$ cat config.mk
export PLATFORM = sky130hd
export DESIGN_NAME = xlat_walker
export DESIGN_NICKNAME = d
export VERILOG_FILES = /design/src/rtl/xlat_pkg.sv /design/src/rtl/xlat_segtab.sv /design/src/rtl/xlat_check.sv /design/src/rtl/xlat_fsm.sv /design/src/rtl/xlat_walker.sv
export SDC_FILE = /design/constraint.sdc
export NUM_CORES = 1
export LEC_CHECK = 0
export BUFFER_PORTS_ARGS = -buffer_cell sky130_fd_sc_hd__buf_4
export CAP_MARGIN = 0
export CORE_MARGIN = 2
export CORE_UTILIZATION = 25
export CTS_CLUSTER_DIAMETER = 200
export DETAILED_ROUTE_END_ITERATION = 10
export PLACE_DENSITY_LB_ADDON = 0.12
export SKIP_CTS_REPAIR_TIMING = 1
export SKIP_LAST_GASP = 1
export SLEW_MARGIN = 20
export SYNTH_ARGS = -nofsm -noshare
export SYNTH_HDL_FRONTEND = slang
export SYNTH_SLANG_ARGS = --single-unit
export TNS_END_PERCENT = 100
$ cat constraint.sdc
create_clock -name clk -period 5.6 [get_ports clk]
set_input_delay 0.84 -clock clk [delete_from_list [all_inputs] [get_ports clk]]
set_output_delay 0.84 -clock clk [all_outputs]
set_load 0.1 [all_outputs]
$ cat src/rtl/xlat_pkg.sv
package xlat_pkg;
  typedef enum logic [2:0] {
    ST_IDLE,
    ST_CHECK,
    ST_MREQ,
    ST_MWAIT,
    ST_RESP
  } walk_st_e;

  typedef enum logic [1:0] {
    FC_NONE  = 2'd0,
    FC_NOSEG = 2'd1,
    FC_RANGE = 2'd2
  } fault_e;
endpackage

$ cat src/rtl/xlat_segtab.sv
module xlat_segtab #(
  parameter int SEG_W = 4,
  parameter int PTR_W = 16,
  parameter int LEN_W = 9
) (
  input  logic             clk,
  input  logic             rst_n,
  input  logic             wr_en,
  input  logic [SEG_W-1:0] wr_idx,
  input  logic             wr_valid,
  input  logic [PTR_W-1:0] wr_ptr,
  input  logic [LEN_W-1:0] wr_len,
  input  logic [SEG_W-1:0] rd_idx,
  output logic             rd_valid,
  output logic [PTR_W-1:0] rd_ptr,
  output logic [LEN_W-1:0] rd_len
);
  localparam int NSEG = 1 << SEG_W;

  logic [NSEG-1:0] vld_vec;
  logic [PTR_W-1:0] ptr_arr [NSEG];
  logic [LEN_W-1:0] len_arr [NSEG];

  for (genvar g = 0; g < NSEG; g++) begin : g_ent
    logic             v_q;
    logic [PTR_W-1:0] p_q;
    logic [LEN_W-1:0] l_q;
    always_ff @(posedge clk) begin
      if (!rst_n) begin
        v_q <= 1'b0;
        p_q <= '0;
        l_q <= '0;
      end else if (wr_en && (wr_idx == SEG_W'(g))) begin
        v_q <= wr_valid;
        p_q <= wr_ptr;
        l_q <= wr_len;
      end
    end
    assign vld_vec[g] = v_q;
    assign ptr_arr[g] = p_q;
    assign len_arr[g] = l_q;
  end

  assign rd_valid = vld_vec[rd_idx];
  assign rd_ptr   = ptr_arr[rd_idx];
  assign rd_len   = len_arr[rd_idx];


  tbl_write_lands_chk: assert property (@(posedge clk) disable iff (!rst_n)
    wr_en |=> (vld_vec[$past(wr_idx)] == $past(wr_valid)) &&
              (len_arr[$past(wr_idx)] == $past(wr_len)));
endmodule

$ cat src/rtl/xlat_check.sv
module xlat_check
  import xlat_pkg::*;
#(
  parameter int VPN_W = 8,
  parameter int PTR_W = 16,
  parameter int LEN_W = VPN_W + 1
) (
  input  logic             seg_valid,
  input  logic [PTR_W-1:0] seg_ptr,
  input  logic [LEN_W-1:0] seg_len,
  input  logic [VPN_W-1:0] vpn,
  output fault_e           code,
  output logic [PTR_W-1:0] entry_addr
);
  logic beyond;

  always_comb begin
    beyond = ({1'b0, vpn} >= seg_len);
    if (!seg_valid)  code = FC_NOSEG;
    else if (beyond) code = FC_RANGE;
    else             code = FC_NONE;
    entry_addr = seg_ptr + PTR_W'(vpn);
  end
endmodule

$ cat src/rtl/xlat_fsm.sv
module xlat_fsm
  import xlat_pkg::*;
#(
  parameter int VA_W  = 24,
  parameter int OFF_W = 12,
  parameter int PTR_W = 16,
  parameter int PPN_W = 12,
  parameter int MDW   = 16,
  parameter int PA_W  = PPN_W + OFF_W
) (
  input  logic             clk,
  input  logic             rst_n,
  input  logic             req_valid,
  output logic             req_ready,
  input  logic [VA_W-1:0]  req_vaddr,
  output logic [VA_W-1:0]  va_q,
  input  fault_e           chk_code,
  input  logic [PTR_W-1:0] chk_addr,
  output logic             mem_req_valid,
  input  logic             mem_req_ready,
  output logic [PTR_W-1:0] mem_req_addr,
  input  logic             mem_rsp_valid,
  input  logic [MDW-1:0]   mem_rsp_data,
  output logic             rsp_valid,
  input  logic             rsp_ready,
  output logic [PA_W-1:0]  rsp_paddr,
  output logic             rsp_fault,
  output fault_e           rsp_code
);
  walk_st_e         st_q;
  logic [PTR_W-1:0] maddr_q;
  logic [PA_W-1:0]  paddr_q;
  logic             fault_q;
  fault_e           code_q;
  logic             unused_hi;

  assign unused_hi = ^mem_rsp_data[MDW-1:PPN_W];

  always_ff @(posedge clk) begin
    if (!rst_n) begin
      st_q    <= ST_IDLE;
      va_q    <= '0;
      maddr_q <= '0;
      paddr_q <= '0;
      fault_q <= 1'b0;
      code_q  <= FC_NONE;
    end else begin
      unique case (st_q)
        ST_IDLE: if (req_valid) begin
          va_q <= req_vaddr;
          st_q <= ST_CHECK;
        end
        ST_CHECK: if (chk_code != FC_NONE) begin
          code_q  <= chk_code;
          fault_q <= 1'b1;
          paddr_q <= '0;
          st_q    <= ST_RESP;
        end else begin
          maddr_q <= chk_addr;
          st_q    <= ST_MREQ;
        end
        ST_MREQ: if (mem_req_ready) st_q <= ST_MWAIT;
        ST_MWAIT: if (mem_rsp_valid) begin
          paddr_q <= {mem_rsp_data[PPN_W-1:0], va_q[OFF_W-1:0]};
          fault_q <= 1'b0;
          code_q  <= FC_NONE;
          st_q    <= ST_RESP;
        end
        ST_RESP: if (rsp_ready) st_q <= ST_IDLE;
        default: st_q <= ST_IDLE;
      endcase
    end
  end

  assign req_ready     = (st_q == ST_IDLE);
  assign mem_req_valid = (st_q == ST_MREQ);
  assign mem_req_addr  = maddr_q;
  assign rsp_valid     = (st_q == ST_RESP);
  assign rsp_paddr     = paddr_q;
  assign rsp_fault     = fault_q;
  assign rsp_code      = code_q;


  accept_goes_busy_chk: assert property (@(posedge clk) disable iff (!rst_n)
    req_valid && req_ready |=> !req_ready);

  rsp_hold_chk: assert property (@(posedge clk) disable iff (!rst_n)
    rsp_valid && !rsp_ready |=> rsp_valid && $stable(rsp_paddr) &&
                                $stable(rsp_fault) && $stable(rsp_code));

  mreq_hold_chk: assert property (@(posedge clk) disable iff (!rst_n)
    mem_req_valid && !mem_req_ready |=> mem_req_valid && $stable(mem_req_addr));

  fault_skips_mem_chk: assert property (@(posedge clk) disable iff (!rst_n)
    (st_q == ST_CHECK) && (chk_code != FC_NONE) |=> rsp_valid && !mem_req_valid);

  fault_zero_pa_chk: assert property (@(posedge clk) disable iff (!rst_n)
    rsp_valid && rsp_fault |-> rsp_paddr == '0);

  code_matches_flag_chk: assert property (@(posedge clk) disable iff (!rst_n)
    rsp_valid |-> (rsp_fault == (rsp_code != FC_NONE)));
endmodule

$ cat src/rtl/xlat_walker.sv
module xlat_walker
  import xlat_pkg::*;
#(
  parameter int SEG_W = 4,
  parameter int VPN_W = 8,
  parameter int OFF_W = 12,
  parameter int PTR_W = 16,
  parameter int PPN_W = 12,
  parameter int MDW   = 16,
  localparam int VA_W  = SEG_W + VPN_W + OFF_W,
  localparam int PA_W  = PPN_W + OFF_W,
  localparam int LEN_W = VPN_W + 1
) (
  input  logic             clk,
  input  logic             rst_n,
  input  logic             req_valid,
  output logic             req_ready,
  input  logic [VA_W-1:0]  req_vaddr,
  output logic             rsp_valid,
  input  logic             rsp_ready,
  output logic [PA_W-1:0]  rsp_paddr,
  output logic             rsp_fault,
  output logic [1:0]       rsp_code,
  output logic             mem_req_valid,
  input  logic             mem_req_ready,
  output logic [PTR_W-1:0] mem_req_addr,
  input  logic             mem_rsp_valid,
  input  logic [MDW-1:0]   mem_rsp_data,
  input  logic             tbl_we,
  input  logic [SEG_W-1:0] tbl_idx,
  input  logic             tbl_valid,
  input  logic [PTR_W-1:0] tbl_ptr,
  input  logic [LEN_W-1:0] tbl_len
);
  logic [VA_W-1:0]  va_q;
  logic             seg_valid;
  logic [PTR_W-1:0] seg_ptr;
  logic [LEN_W-1:0] seg_len;
  fault_e           chk_code;
  logic [PTR_W-1:0] chk_addr;
  fault_e           code_e;

  xlat_segtab #(.SEG_W(SEG_W), .PTR_W(PTR_W), .LEN_W(LEN_W)) u_tab (
    .clk(clk), .rst_n(rst_n),
    .wr_en(tbl_we), .wr_idx(tbl_idx), .wr_valid(tbl_valid),
    .wr_ptr(tbl_ptr), .wr_len(tbl_len),
    .rd_idx(va_q[VA_W-1 -: SEG_W]),
    .rd_valid(seg_valid), .rd_ptr(seg_ptr), .rd_len(seg_len)
  );

  xlat_check #(.VPN_W(VPN_W), .PTR_W(PTR_W), .LEN_W(LEN_W)) u_chk (
    .seg_valid(seg_valid), .seg_ptr(seg_ptr), .seg_len(seg_len),
    .vpn(va_q[OFF_W +: VPN_W]),
    .code(chk_code), .entry_addr(chk_addr)
  );

  xlat_fsm #(.VA_W(VA_W), .OFF_W(OFF_W), .PTR_W(PTR_W), .PPN_W(PPN_W),
             .MDW(MDW), .PA_W(PA_W)) u_fsm (
    .clk(clk), .rst_n(rst_n),
    .req_valid(req_valid), .req_ready(req_ready), .req_vaddr(req_vaddr),
    .va_q(va_q),
    .chk_code(chk_code), .chk_addr(chk_addr),
    .mem_req_valid(mem_req_valid), .mem_req_ready(mem_req_ready),
    .mem_req_addr(mem_req_addr),
    .mem_rsp_valid(mem_rsp_valid), .mem_rsp_data(mem_rsp_data),
    .rsp_valid(rsp_valid), .rsp_ready(rsp_ready),
    .rsp_paddr(rsp_paddr), .rsp_fault(rsp_fault), .rsp_code(code_e)
  );

  assign rsp_code = code_e;
endmodule

==> results of run 1 <==
-- sequential cells by signal, summed over array words and instances (netlist names) --
register	cells
u_fsm.rsp_code	2
u_tab.g_ent.v_q	16
u_tab.g_ent.p_q	256
u_tab.g_ent.l_q	144
u_fsm.rsp_paddr	24
u_fsm.st_q	3
u_fsm.mem_req_addr	16
u_fsm.rsp_fault	1
u_fsm.va_q	24
-- cells in the mapped netlist (all sizes together), types with 6 or more instances --
| master | instances |
|---|---|
| xnor2 | 8 |
| a221oi | 7 |
| ha | 16 |
| nor2b | 10 |
| dfxtp | 486 |
| nor3 | 12 |
| nor2 | 26 |
| nand2 | 972 |
| mux4 | 116 |
| a21oi | 465 |
| o21ai | 11 |
| mux2i | 37 |
| a22oi | 10 |
| nand3 | 11 |
| clkbuf | 194 |
| inv | 17 |
| buf | 27 |
| nand2b | 6 |
-- critical path: cells and delay by family (launching register included) --
| kind | cells | cell delay (ps) |
|---|---|---|
| xor gates and xnor gates | 1 | 170 |
| and+or+nand+nor | 3 | 560 |
| buffers and inverters | 2 | 1200 |
| muxes | 2 | 1130 |
| AOI/OAI and AO/OA | 2 | 390 |
| DFF | 1 | 680 |
| adders and majority gates | 1 | 390 |
-- layout make-up --
cell class | instances | area share (%)
clock buffer | 85 | 6.89
clock inverter | 19 | 0.734
inverter | 17 | 0.289
multi-input combinational | 1759 | 41.7
sequential | 486 | 39.4
tap | 1080 | 5.47
timing repair buffer | 173 | 5.46
-- worst paths after layout --
path / startpoint / endpoint / slack [ps]
hold reg to reg: u_tab.g_ent[7].p_q[9] / u_tab.g_ent[7].p_q[9] / 450
setup reg to reg: u_fsm.va_q[20] / u_fsm.mem_req_addr[15] / 850
hold / removal: u_tab.g_ent[7].p_q[9] / u_tab.g_ent[7].p_q[9] / 450
setup / recovery: u_fsm.va_q[20] / u_fsm.mem_req_addr[15] / 850
-- kinds of logic (layout without fill, tap and decap cells) --
group,Yosys count,count (layout),share of synthesized area (%)
AOI/OAI and AO/OA,525,525,13.3
xor gates and xnor gates,10,10,0.418
adders and majority gates,17,17,1.05
buffers and inverters,238,294,4.67
DFF,486,486,46.4
muxes,153,153,14.6
and+or+nand+nor,1054,1054,19.6
-- metrics by stage --
stage | hold WS [ps] | area, µm² | utilization [%] | power, mW
2_1_floorplan | 432 | 21000 | - | 4.00
3_3_place_gp | 438 | 22800 | 27.4 | 4.22
3_5_place_dp | 444 | 22800 | 27.4 | 4.23
4_1_cts | 435 | 24700 | 29.7 | 8.01
5_1_grt | 459 | 24700 | 29.7 | 8.19
6_report | 451 | 24700 | 29.7 | 7.89
-- routing by layer --
metal  vias to the layer above  global-route usage [%]  routed length, µm
met4                         0                    3.42               1200
li1                       8363                       -                  -
met1                      8770                    25.5              36900
met5                         -                       0                  0
met2                       494                    29.0              36200
met3                        90                    2.36               4190
-- report_power, final --
part | leakage (nW) | internal [mW] | switching, mW | total [mW]
Combinational | 3.53 | 0.193 | 0.388 | 0.580
Sequential | 3.93 | 3.51 | 0.0549 | 3.57
Clock | 0.944 | 2.22 | 1.52 | 3.75
Total | 8.41 | 5.93 | 1.97 | 7.89
==> PnR_summary.wiki, run 1 <==
{| class="wikitable"
! Metric !! Value
|-
| Run status || complete, no violations
|-
| Setup Total Neg Slack || 0 ps
|-
| Final non-filler cell total || 3,619
|-
| Final #Nets || 2,587
|-
| Leakage power of the design || 8.41 nW
|-
| Final setup vio count || 0
|-
| Wire per inst || 21.7 µm
|-
| Arrival time at the worst endpoint || 5200 ps
|-
| Cts bufs inserted || 56
|-
| Final WS setup || 853 ps
|-
| Worst-Margin Slew || 988 ps
|-
| Vias per std cell || 4.90
|-
| Setup repair after global routing missed its margin || false
|-
| Place WS || 790 ps
|-
| Total number of vias || 17.7k
|-
| Top library cells by usage in the layout, fill and taps aside || nand2_1 (971), dfxtp_1 (484), a21oi_1 (465), buf_4 (169), mux4_2 (96)
|-
| Remaining antenna violation count after routing || 0
|-
| Clk Latency, worst-skew pair || 620 ps
|-
| Syn avg cell area || 8.44 µm²
|-
| Clock tree from TritonCTS || built
|-
| Leading cell type in the layout, fill and taps excluded || nand2_1
|-
| # diodes || 0
|-
| Share of the yosys chip area belonging to registers || 46.4%
|-
| WL final || 78,400 µm
|-
| Width of the die || 294 µm
|-
| Worst Path Required || 6050 ps
|-
| Number of antenna violations at the first check in global routing || 4
|-
| Total clock sinks || 486
|-
| Worst-path cell with the longest stage delay || dfxtp_4
|-
| Clock root buffer || clkbuf_16
|-
| Worst-path fanout max || 30
|-
| Reg2Reg Depth || 11
|-
| Post-synth top area cell || dfxtp_1
|-
| Count of cell types in the netlist || 55
|-
| Number of enable-type register cells in the synthesized netlist || 0
|-
| Clk pin slew, worst setup/hold paths || 60 ps
|-
| Setup Crit Path Kind || flip-flop to flip-flop
|-
| Number of synthesized register bits || 486
|-
| Chip height || 294 µm
|-
| Final RePlAce weighted congestion || 0.761
|-
| I/O pin count || 123
|-
| Number of warnings printed during yosys synthesis || 0
|-
| Max-Cap Viols || 0
|-
| Synth Net Count || 2,577
|-
| Number of DRC markers after the initial detailed-route iteration || 1,307
|-
| Reg area || 0.00974 mm²
|-
| Area taken by multi-input logic gates || 0.0103 mm²
|-
| Worst clock skew || 24.7 ps
|-
| Min cycle time layout || 4750 ps
|-
| Total instance count after detailed placement || 3,515
|-
| Final cycle utilization of the critical path || 84.8%
|-
| Total track usage || 17.9%
|-
| Residual DRC count || 0
|-
| Worst min-delay path category || flip-flop to flip-flop
|-
| Nature of the critical path startpoint || flip-flop
|-
| DR pass1 iterations || 5
|-
| Final HPWL from detailed placement || 46,000 µm
|-
| Share of final-layout standard cells stronger than drive strength 1 || 15.4%
|-
| Fill cell instance count of the final layout || 8,769
|-
| Fraction of synthesized cell area taken by the top area cell type || 46.4%
|-
| Maximum cell stage delay along the critical path || 680 ps
|-
| P per Cell Area || 320 mW/mm²
|-
| Worst vdd ir || 0.000206 V
|-
| Post-synthesis to final-layout area growth || 17.8%
|-
| Synth top area cells || dfxtp_1 (46%), nand2_1 (17%), a21oi_1 (11%), mux4_2 (10%), clkbuf_1 (3.5%)
|-
| Level count of the clock H-tree || 2
|-
| Count of final max-slew check failures || 0
|-
| Largest net degree at the start of global routing || 149
|-
| Number of stages on the worst hold path || 2
|-
| Endpoint class of the critical path || flip-flop
|-
| Worst slew slack as a fraction of its limit || 34.2%
|-
| Maximum buffer depth of the clock tree || 3
|-
| Ordered cell list for the critical path || buf_4 > buf_4 > mux4_2 > mux4_2 > ha_1 > nor2_1 > nor3_1 > o311a_1 > nor4b_2 > xor2_1 > a21oi_1
|-
| Final Hold Violating Endpoints || 0
|-
| Num rows || 106
|-
| Global-route congestion overflow total || 0
|-
| Share of synthesized flip-flops with an asynchronous set or reset || 0%
|-
| Post-synthesis instance area || 0.0210 mm²
|-
| Upper clock frequency limit || 211 MHz
|-
| Core ar. || 0.0833 mm²
|-
| Total die area || 0.0862 mm²
|-
| Gate Count Post-Synth || 2,483
|-
| Vias in the first global route || 17.2k
|-
| Number of port buffers || 118
|-
| Initial Util || 25.2%
|-
| Global-route wire length before repair || 116,000 µm
|-
| Commonest register cell after synthesis || dfxtp_1
|}
Note: power is estimated with default switching activity, not from simulation.
==> run 2: changes to the inputs <==
==> constraint.sdc (replaced) <==
create_clock -name clk -period 4.8 [get_ports clk]
set_input_delay 0.72 -clock clk [delete_from_list [all_inputs] [get_ports clk]]
set_output_delay 0.72 -clock clk [all_outputs]
set_load 0.1 [all_outputs]
==> run 2 against run 1 <==
  * Setup slack got worse by 230 ps
  * Core utilization down 0.12 points
  * Clock power up 8.5%
  * Combinational power increased by 19%
  * Die area unchanged
  * Clock-buffer cell count is 1 lower
  * Sequential cell count is the same
  * Global-route usage increased by 0.24 points
==> PnR_summary.wiki, run 2 (synthesis results as in run 1) <==
{| class="wikitable"
! Metric !! Value
|-
| Run status || complete, no violations (unchanged)
|-
| Endpoint class of the critical path || flip-flop (unchanged)
|-
| Leakage power of the design || 8.33 nW (was 8.41 nW)
|-
| Worst-path cell with the longest stage delay || dfxtp_4 (unchanged)
|-
| Worst slew slack as a fraction of its limit || 32.4% (was 34.2%)
|-
| Number of port buffers || 118 (unchanged)
|-
| Cts bufs inserted || 55 (was 56)
|-
| Final Hold Violating Endpoints || 0 (unchanged)
|-
| Final cycle utilization of the critical path || 87.1% (was 84.8%)
|-
| Family of cells with the greatest summed delay on the critical path || multiplexers (was buffers and inverters)
|-
| Final HPWL from detailed placement || 46,600 µm (was 46,000 µm)
|-
| Total cell area at the placement stage || 0.0229 mm² (was 0.0228 mm²)
|-
| Setup Total Neg Slack || 0 ps (unchanged)
|-
| Total track usage || 18.1% (was 17.9%)
|-
| Clk pin slew, worst setup/hold paths || 60 ps (about the same)
|-
| Worst Path Required || 5270 ps (was 6050 ps)
|-
| Total number of vias || 17.9k (was 17.7k)
|-
| Final #Nets || 2,591 (was 2,587)
|-
| Final std cell area, no fill || 0.0246 mm² (was 0.0247 mm²)
|-
| Level count of the clock H-tree || 2 (unchanged)
|-
| Number of DRC markers after the initial detailed-route iteration || 1,583 (was 1,307)
|-
| Top Registers || u_tab.g_ent.p_q (256), u_tab.g_ent.l_q (144) (unchanged)
|-
| Worst clock skew || 28.0 ps (was 24.7 ps)
|-
| WL final || 79,400 µm (was 78,400 µm)
|-
| Width of the die || 294 µm (unchanged)
|-
| Global-route wire length before repair || 116,000 µm (about the same)
|-
| Count of final max-slew check failures || 0 (unchanged)
|-
| Final WS setup || 620 ps (was 853 ps)
|-
| Arrival time at the worst endpoint || 4650 ps (was 5200 ps)
|-
| Residual DRC count || 0 (unchanged)
|-
| Ordered cell list for the critical path || buf_12 > mux4_2 > mux4_2 > inv_1 > ha_1 > a21o_1 > a21o_1 > a221o_1 > a21oi_1 > buf_4 > o211a_1 > buf_4 > mux2i_1 > nor2_1 (was buf_4 > buf_4 > mux4_2 > mux4_2 > ha_1 > nor2_1 > nor3_1 > o311a_1 > nor4b_2 > xor2_1 > a21oi_1)
|-
| Worst min-delay path category || input port to flip-flop (was flip-flop to flip-flop)
|-
| Max-Cap Viols || 0 (unchanged)
|-
| Chip height || 294 µm (unchanged)
|-
| Number of buffers and inverters on the critical path || 4 (was 2)
|-
| Clock tree from TritonCTS || built (unchanged)
|-
| Final RePlAce weighted congestion || 0.741 (was 0.761)
|-
| Total clock sinks || 486 (unchanged)
|-
| Post-synthesis to final-layout area growth || 17.3% (was 17.8%)
|-
| Nature of the critical path startpoint || flip-flop (unchanged)
|-
| Largest net degree at the start of global routing || 120 (was 149)
|-
| Worst-Margin Slew || 1010 ps (was 988 ps)
|-
| Setup repair after global routing missed its margin || false (unchanged)
|-
| Largest reg by FF count || u_tab.g_ent.p_q (unchanged)
|-
| Core ar. || 0.0833 mm² (unchanged)
|-
| I/O pin count || 123 (unchanged)
|-
| Hold slack || 339 ps (was 451 ps)
|-
| Worst-path fanout max || 21 (was 30)
|-
| Vias per std cell || 4.93 (was 4.90)
|-
| Maximum cell stage delay along the critical path || 620 ps (was 680 ps)
|-
| Vias in the first global route || 17.3k (was 17.2k)
|-
| Min cycle time layout || 4180 ps (was 4750 ps)
|-
| Number of flip-flops in the largest register || 256 (unchanged)
|-
| Top library cells by usage in the layout, fill and taps aside || nand2_1 (971), dfxtp_1 (484), a21oi_1 (465), buf_4 (171), mux4_2 (96) (was nand2_1 (971), dfxtp_1 (484), a21oi_1 (465), buf_4 (169), mux4_2 (96))
|-
| Remaining antenna violation count after routing || 0 (unchanged)
|-
| Num rows || 106 (unchanged)
|-
| Total die area || 0.0862 mm² (unchanged)
|-
| Final setup vio count || 0 (unchanged)
|-
| Setup Crit Path Kind || flip-flop to flip-flop (unchanged)
|-
| DR pass1 iterations || 5 (unchanged)
|-
| Initial Util || 25.2% (unchanged)
|-
| Wire per inst || 21.9 µm (was 21.7 µm)
|-
| Final non-filler cell total || 3,623 (was 3,619)
|-
| Worst vdd ir || 0.000239 V (was 0.000206 V)
|-
| Place WS || 640 ps (was 790 ps)
|-
| Leading cell type in the layout, fill and taps excluded || nand2_1 (unchanged)
|-
| Number of antenna violations at the first check in global routing || 6 (was 4)
|-
| P per Cell Area || 362 mW/mm² (was 320 mW/mm²)
|-
| Fill cell instance count of the final layout || 8,759 (was 8,769)
|-
| Share of final-layout standard cells stronger than drive strength 1 || 15.1% (was 15.4%)
|-
| Clk Latency, worst-skew pair || 620 ps (about the same)
|-
| Total instance count after detailed placement || 3,520 (was 3,515)
|-
| Clock root buffer || clkbuf_16 (unchanged)
|-
| Maximum buffer depth of the clock tree || 3 (unchanged)
|-
| Upper clock frequency limit || 239 MHz (was 211 MHz)
|-
| Global-route congestion overflow total || 0 (unchanged)
|}
==> run 2: cell count changes in the layout (fill, tap and decap cells not counted), sizes merged <==
| cell | before | now |
|---|---|---|
| clkinvlp | 0 | 3 |
| bufinv | 3 | 0 |
| inv | 19 | 18 |
| buf | 173 | 178 |
| diode | 0 | 3 |
| clkinv | 14 | 12 |
| clkbuf | 85 | 84 |
==> run 2: metrics by stage <==
step	utilization, %	power, mW
after floorplan	-	4.67
after detailed placement	27.5	4.94
after CTS	29.5	9.03
after global routing	29.5	9.25
final	29.5	8.91
after global placement	27.5	4.93
==> run 2: worst reg2reg max path: stages, from the launching register on <==
cell and delay (ps):
dfxtp_4 620, buf_12 280, mux4_2 580, mux4_2 490
inv_1 80, ha_1 240, a21o_1 180, a21o_1 170
a221o_1 360, a21oi_1 160, buf_4 190, o211a_1 160
buf_4 240, mux2i_1 230, nor2_1 60
==> run 2: worst paths after layout <==
check / start / endpoint / slack (ps) / cells past startpoint
max: u_fsm.va_q[20] / u_fsm.mem_req_addr[0] / 620 / 14
min: req_vaddr[21] / u_fsm.va_q[21] / 340 / 3
max reg2reg: u_fsm.va_q[20] / u_fsm.mem_req_addr[0] / 620 / 14
min reg2reg: u_fsm.mem_req_addr[2] / u_fsm.mem_req_addr[2] / 450 / 2
==> run 2: power by group <==
| part | internal, mW | leakage [nW] | switching, mW |
|---|---|---|---|
| sequential | 4.10 | 3.93 | 0.0569 |
| combinational | 0.233 | 3.57 | 0.459 |
| clock | 2.29 | 0.832 | 1.78 |
| total | 6.61 | 8.33 | 2.30 |
==> run 2: area by class of cell <==
cell class | instances | area [µm²] | share of cell area, %
clock buffers | 84 | 1600 | 6.49
inverters | 17 | 71.3 | 0.290
clock inverters | 16 | 106 | 0.432
well taps | 1080 | 1350 | 5.49
flip-flops and latches | 486 | 9740 | 39.6
diodes | 3 | 7.51 | 0.0305
multi-input cells | 1759 | 10300 | 41.9
repair buffers | 178 | 1420 | 5.79
==> run 2: per-layer routing <==
metal	GRT usage, %	share of wire [%]	vias to the layer above
li1	-	-	8385
met4	4.09	1.9	0
met5	0	0	-
met1	25.7	46	8803
met3	2.15	5.7	106
met2	29.4	46	566
==> run 3: changes to the inputs <==
--- a/config.mk
+++ b/config.mk
@@ -9,9 +9,11 @@
 export CAP_MARGIN = 0
 export CORE_MARGIN = 2
 export CORE_UTILIZATION = 25
+export CTS_BUF_LIST = sky130_fd_sc_hd__clkbuf_8
 export CTS_CLUSTER_DIAMETER = 200
 export DETAILED_ROUTE_END_ITERATION = 10
-export PLACE_DENSITY_LB_ADDON = 0.12
+export MAX_ROUTING_LAYER = met4
+export PLACE_DENSITY_LB_ADDON = 0.3
 export SKIP_CTS_REPAIR_TIMING = 1
 export SKIP_LAST_GASP = 1
 export SLEW_MARGIN = 20
==> run 3 against run 2 <==
  * First-iteration DRC count down 1.1%
  * Clock skew about the same
  * Fmax up 4.1%
  * Cell count up 1.4%
  * Clock power down 5%
  * Cell area up 0.75%
  * Die area unchanged
  * Worst hold slack worse by 28 ps
  * Non-clock buffer count up 1
  * Combinational power down 0.6%
  * Global-route usage down 1.1 points
  * Sequential power about the same
==> PnR_summary.wiki, run 3 (synthesis results as in run 1) <==
{| class="wikitable"
! Metric !! Value
|-
| Endpoint class of the critical path || flip-flop (unchanged)
|-
| Final Hold Violating Endpoints || 0 (unchanged)
|-
| Top library cells by usage in the layout, fill and taps aside || nand2_1 (971), dfxtp_1 (484), a21oi_1 (465), buf_4 (165), clkbuf_8 (116) (was nand2_1 (971), dfxtp_1 (484), a21oi_1 (465), buf_4 (171), mux4_2 (96))
|-
| Clk Latency, worst-skew pair || 660 ps (was 620 ps)
|-
| Maximum buffer depth of the clock tree || 3 (unchanged)
|-
| Area taken by multi-input logic gates || 0.0104 mm² (was 0.0103 mm²)
|-
| Met2 routed wirelength || 35,500 µm (was 36,600 µm)
|-
| Worst-path fanout max || 23 (was 21)
|-
| Leading cell type in the layout, fill and taps excluded || nand2_1 (unchanged)
|-
| Level count of the clock H-tree || 3 (was 2)
|-
| Total die area || 0.0862 mm² (unchanged)
|-
| Clock root buffer || clkbuf_8 (was clkbuf_16)
|-
| WL met3 || 4300 µm (was 4510 µm)
|-
| Share of the core filled with cells in the final layout || 29.8% (was 29.5%)
|-
| Global-route congestion overflow total || 0 (unchanged)
|-
| Cts bufs inserted || 83 (was 55)
|-
| Net Sw Power || 2.24 mW (was 2.30 mW)
|-
| Worst path most repeated cell || mux4_2
|-
| Arrival time at the worst endpoint || 4560 ps (was 4650 ps)
|-
| Number of flip-flops in the largest register || 256 (unchanged)
|-
| Min cycle time layout || 4020 ps (was 4180 ps)
|-
| Total clock sinks || 486 (unchanged)
|-
| Share of final-layout standard cells stronger than drive strength 1 || 16.6% (was 15.1%)
|-
| Ordered cell list for the critical path || buf_12 > mux4_2 > mux4_2 > ha_1 > o21ai_0 > o21a_1 > nor3_1 > o311a_1 > nor4b_2 > xor2_1 > a21oi_1 (was buf_12 > mux4_2 > mux4_2 > inv_1 > ha_1 > a21o_1 > a21o_1 > a221o_1 > a21oi_1 > buf_4 > o211a_1 > buf_4 > mux2i_1 > nor2_1)
|-
| Remaining antenna violation count after routing || 0 (unchanged)
|-
| Maximum cell stage delay along the critical path || 690 ps (was 620 ps)
|-
| Setup Crit Path Kind || flip-flop to flip-flop (unchanged)
|-
| Leakage power of the design || 8.54 nW (was 8.33 nW)
|-
| Setup repair after global routing missed its margin || false (unchanged)
|-
| Final HPWL from detailed placement || 42,800 µm (was 46,600 µm)
|-
| Wl on met1 || 31,200 µm (was 36,800 µm)
|-
| Global-route wire length before repair || 109,000 µm (was 116,000 µm)
|-
| Largest reg by FF count || u_tab.g_ent.p_q (unchanged)
|-
| Worst-path cell with the longest stage delay || dfxtp_4 (unchanged)
|-
| Final WS setup || 784 ps (was 620 ps)
|-
| Total track usage || 17.1% (was 18.1%)
|-
| Worst Path Required || 5340 ps (was 5270 ps)
|-
| P per Cell Area || 352 mW/mm² (was 362 mW/mm²)
|-
| Clock tree from TritonCTS || built (unchanged)
|-
| Worst-Margin Slew || 1180 ps (was 1010 ps)
|-
| Nature of the critical path startpoint || flip-flop (unchanged)
|-
| Final cycle utilization of the critical path || 83.7% (was 87.1%)
|-
| Setup Total Neg Slack || 0 ps (unchanged)
|-
| Worst clock skew || 27.6 ps (was 28.0 ps)
|-
| Run status || complete, no violations (unchanged)
|-
| Number of antenna violations at the first check in global routing || 2 (was 6)
|-
| Core ar. || 0.0833 mm² (unchanged)
|-
| I/O pin count || 123 (unchanged)
|-
| Initial Util || 25.2% (unchanged)
|-
| Number of port buffers || 118 (unchanged)
|-
| Fill cell instance count of the final layout || 8,833 (was 8,759)
|-
| Num rows || 106 (unchanged)
|-
| WL final || 72,700 µm (was 79,400 µm)
|-
| Internal power contribution || 6.47 mW (was 6.61 mW)
|-
| Place WS || 784 ps (was 640 ps)
|-
| Flop pwr share || 47.7% (was 46.6%)
|-
| Worst min-delay path category || input port to flip-flop (unchanged)
|-
| Max-Cap Viols || 0 (unchanged)
|-
| Reg area || 0.00974 mm² (unchanged)
|-
| Largest net degree at the start of global routing || 153 (was 120)
|-
| Chip height || 294 µm (unchanged)
|-
| Top Registers || u_tab.g_ent.p_q (256), u_tab.g_ent.l_q (144) (unchanged)
|-
| Final setup vio count || 0 (unchanged)
|-
| Clock Power Share || 44.4% (was 45.7%)
|-
| DR pass1 iterations || 6 (was 5)
|-
| Worst vdd ir || 0.000159 V (was 0.000239 V)
|-
| Vias per std cell || 4.79 (was 4.93)
|-
| Clk pin slew, worst setup/hold paths || 60 ps (about the same)
|-
| Power share of the combinational group || 7.9% (was 7.8%)
|-
| Number of DRC markers after the initial detailed-route iteration || 1,565 (was 1,583)
|-
| Final RePlAce weighted congestion || 0.770 (was 0.741)
|-
| Top Layer Used || met4 (unchanged)
|-
| Residual DRC count || 0 (unchanged)
|-
| Worst slew slack as a fraction of its limit || 20.8% (was 32.4%)
|-
| Count of final max-slew check failures || 0 (unchanged)
|-
| Final #Nets || 2,620 (was 2,591)
|-
| Post-synthesis to final-layout area growth || 18.2% (was 17.3%)
|-
| Upper clock frequency limit || 249 MHz (was 239 MHz)
|-
| Sw Share || 25.7% (was 25.8%)
|-
| Worst reg2reg setup slack || 780 ps (was 620 ps)
|-
| Width of the die || 294 µm (unchanged)
|-
| Wire per inst || 19.8 µm (was 21.9 µm)
|-
| Vias in the first global route || 16.8k (was 17.3k)
|-
| Total number of vias || 17.6k (was 17.9k)
|}
-- run 3: cell types whose count changed in the layout (fill, tap and decap cells not counted), moves of 2 or more --
cell | previous run | this run
clkbuf_8 | 9 | 116
buf_4 | 171 | 165
nand3_1 | 11 | 9
buf_16 | 0 | 2
clkbuf_1 | 19 | 0
clkbuf_16 | 56 | 0
inv_1 | 15 | 40
nor2_4 | 0 | 5
nand3_2 | 0 | 2
nor2_2 | 12 | 7
buf_12 | 7 | 12
clkinv_2 | 10 | 8
clkinvlp_4 | 3 | 1
-- run 3: through the flow --
stage                     cells  hold slack, ps  power [mW]  cell area, µm²
after floorplan            2483             432        4.67           21000
after global placement     3518             438        4.93           23000
after detailed placement   3520             442        4.93           23000
after CTS                  3670             260        8.80           24800
after global routing       3673             297        9.06           24800
final                      3673             311        8.71           24800
-- run 3: power groups by stage --
stage,combinational (mW),clock (mW),sequential [mW]
floorplan,0.447,0,4.22
global placement,0.686,0,4.24
detailed placement,0.690,0,4.24
CTS,0.691,3.95,4.15
global route,0.741,4.16,4.16
finish,0.688,3.87,4.15
-- run 3: area by class of cell --
type	count	area share [%]
antenna	2	0.0202
clock buffer	116	6.44
clock inverter	34	0.570
inverter	17	0.288
multi-input combinational	1759	41.8
sequential	486	39.3
tap	1080	5.45
timing repair buffer	179	6.19
-- run 3: path summary, 6_finish.rpt --
path,depth (start not counted),from,end
min reg2reg,2,u_tab.g_ent[11].l_q[3],u_tab.g_ent[11].l_q[3]
max,11,u_fsm.va_q[20],u_fsm.mem_req_addr[15]
min,3,mem_rsp_data[4],u_fsm.rsp_paddr[16]
max reg2reg,11,u_fsm.va_q[20],u_fsm.mem_req_addr[15]
-- run 3: routing by layer --
metal  vias up  track usage, %
li1       8450               -
met1      8472            21.6
met2       568            28.3
met3       114            2.21
met4         0            5.48
met5         -               -
-- run 3: critical path, delay by kind of cell (launching register included) --
family / cells / cell delay (ps)
simple gates: 2 / 540
compound gates: 4 / 740
mux: 2 / 1120
buf+inv: 1 / 220
flops: 1 / 690
xor+xnor: 1 / 190
fa+ha+maj: 1 / 390
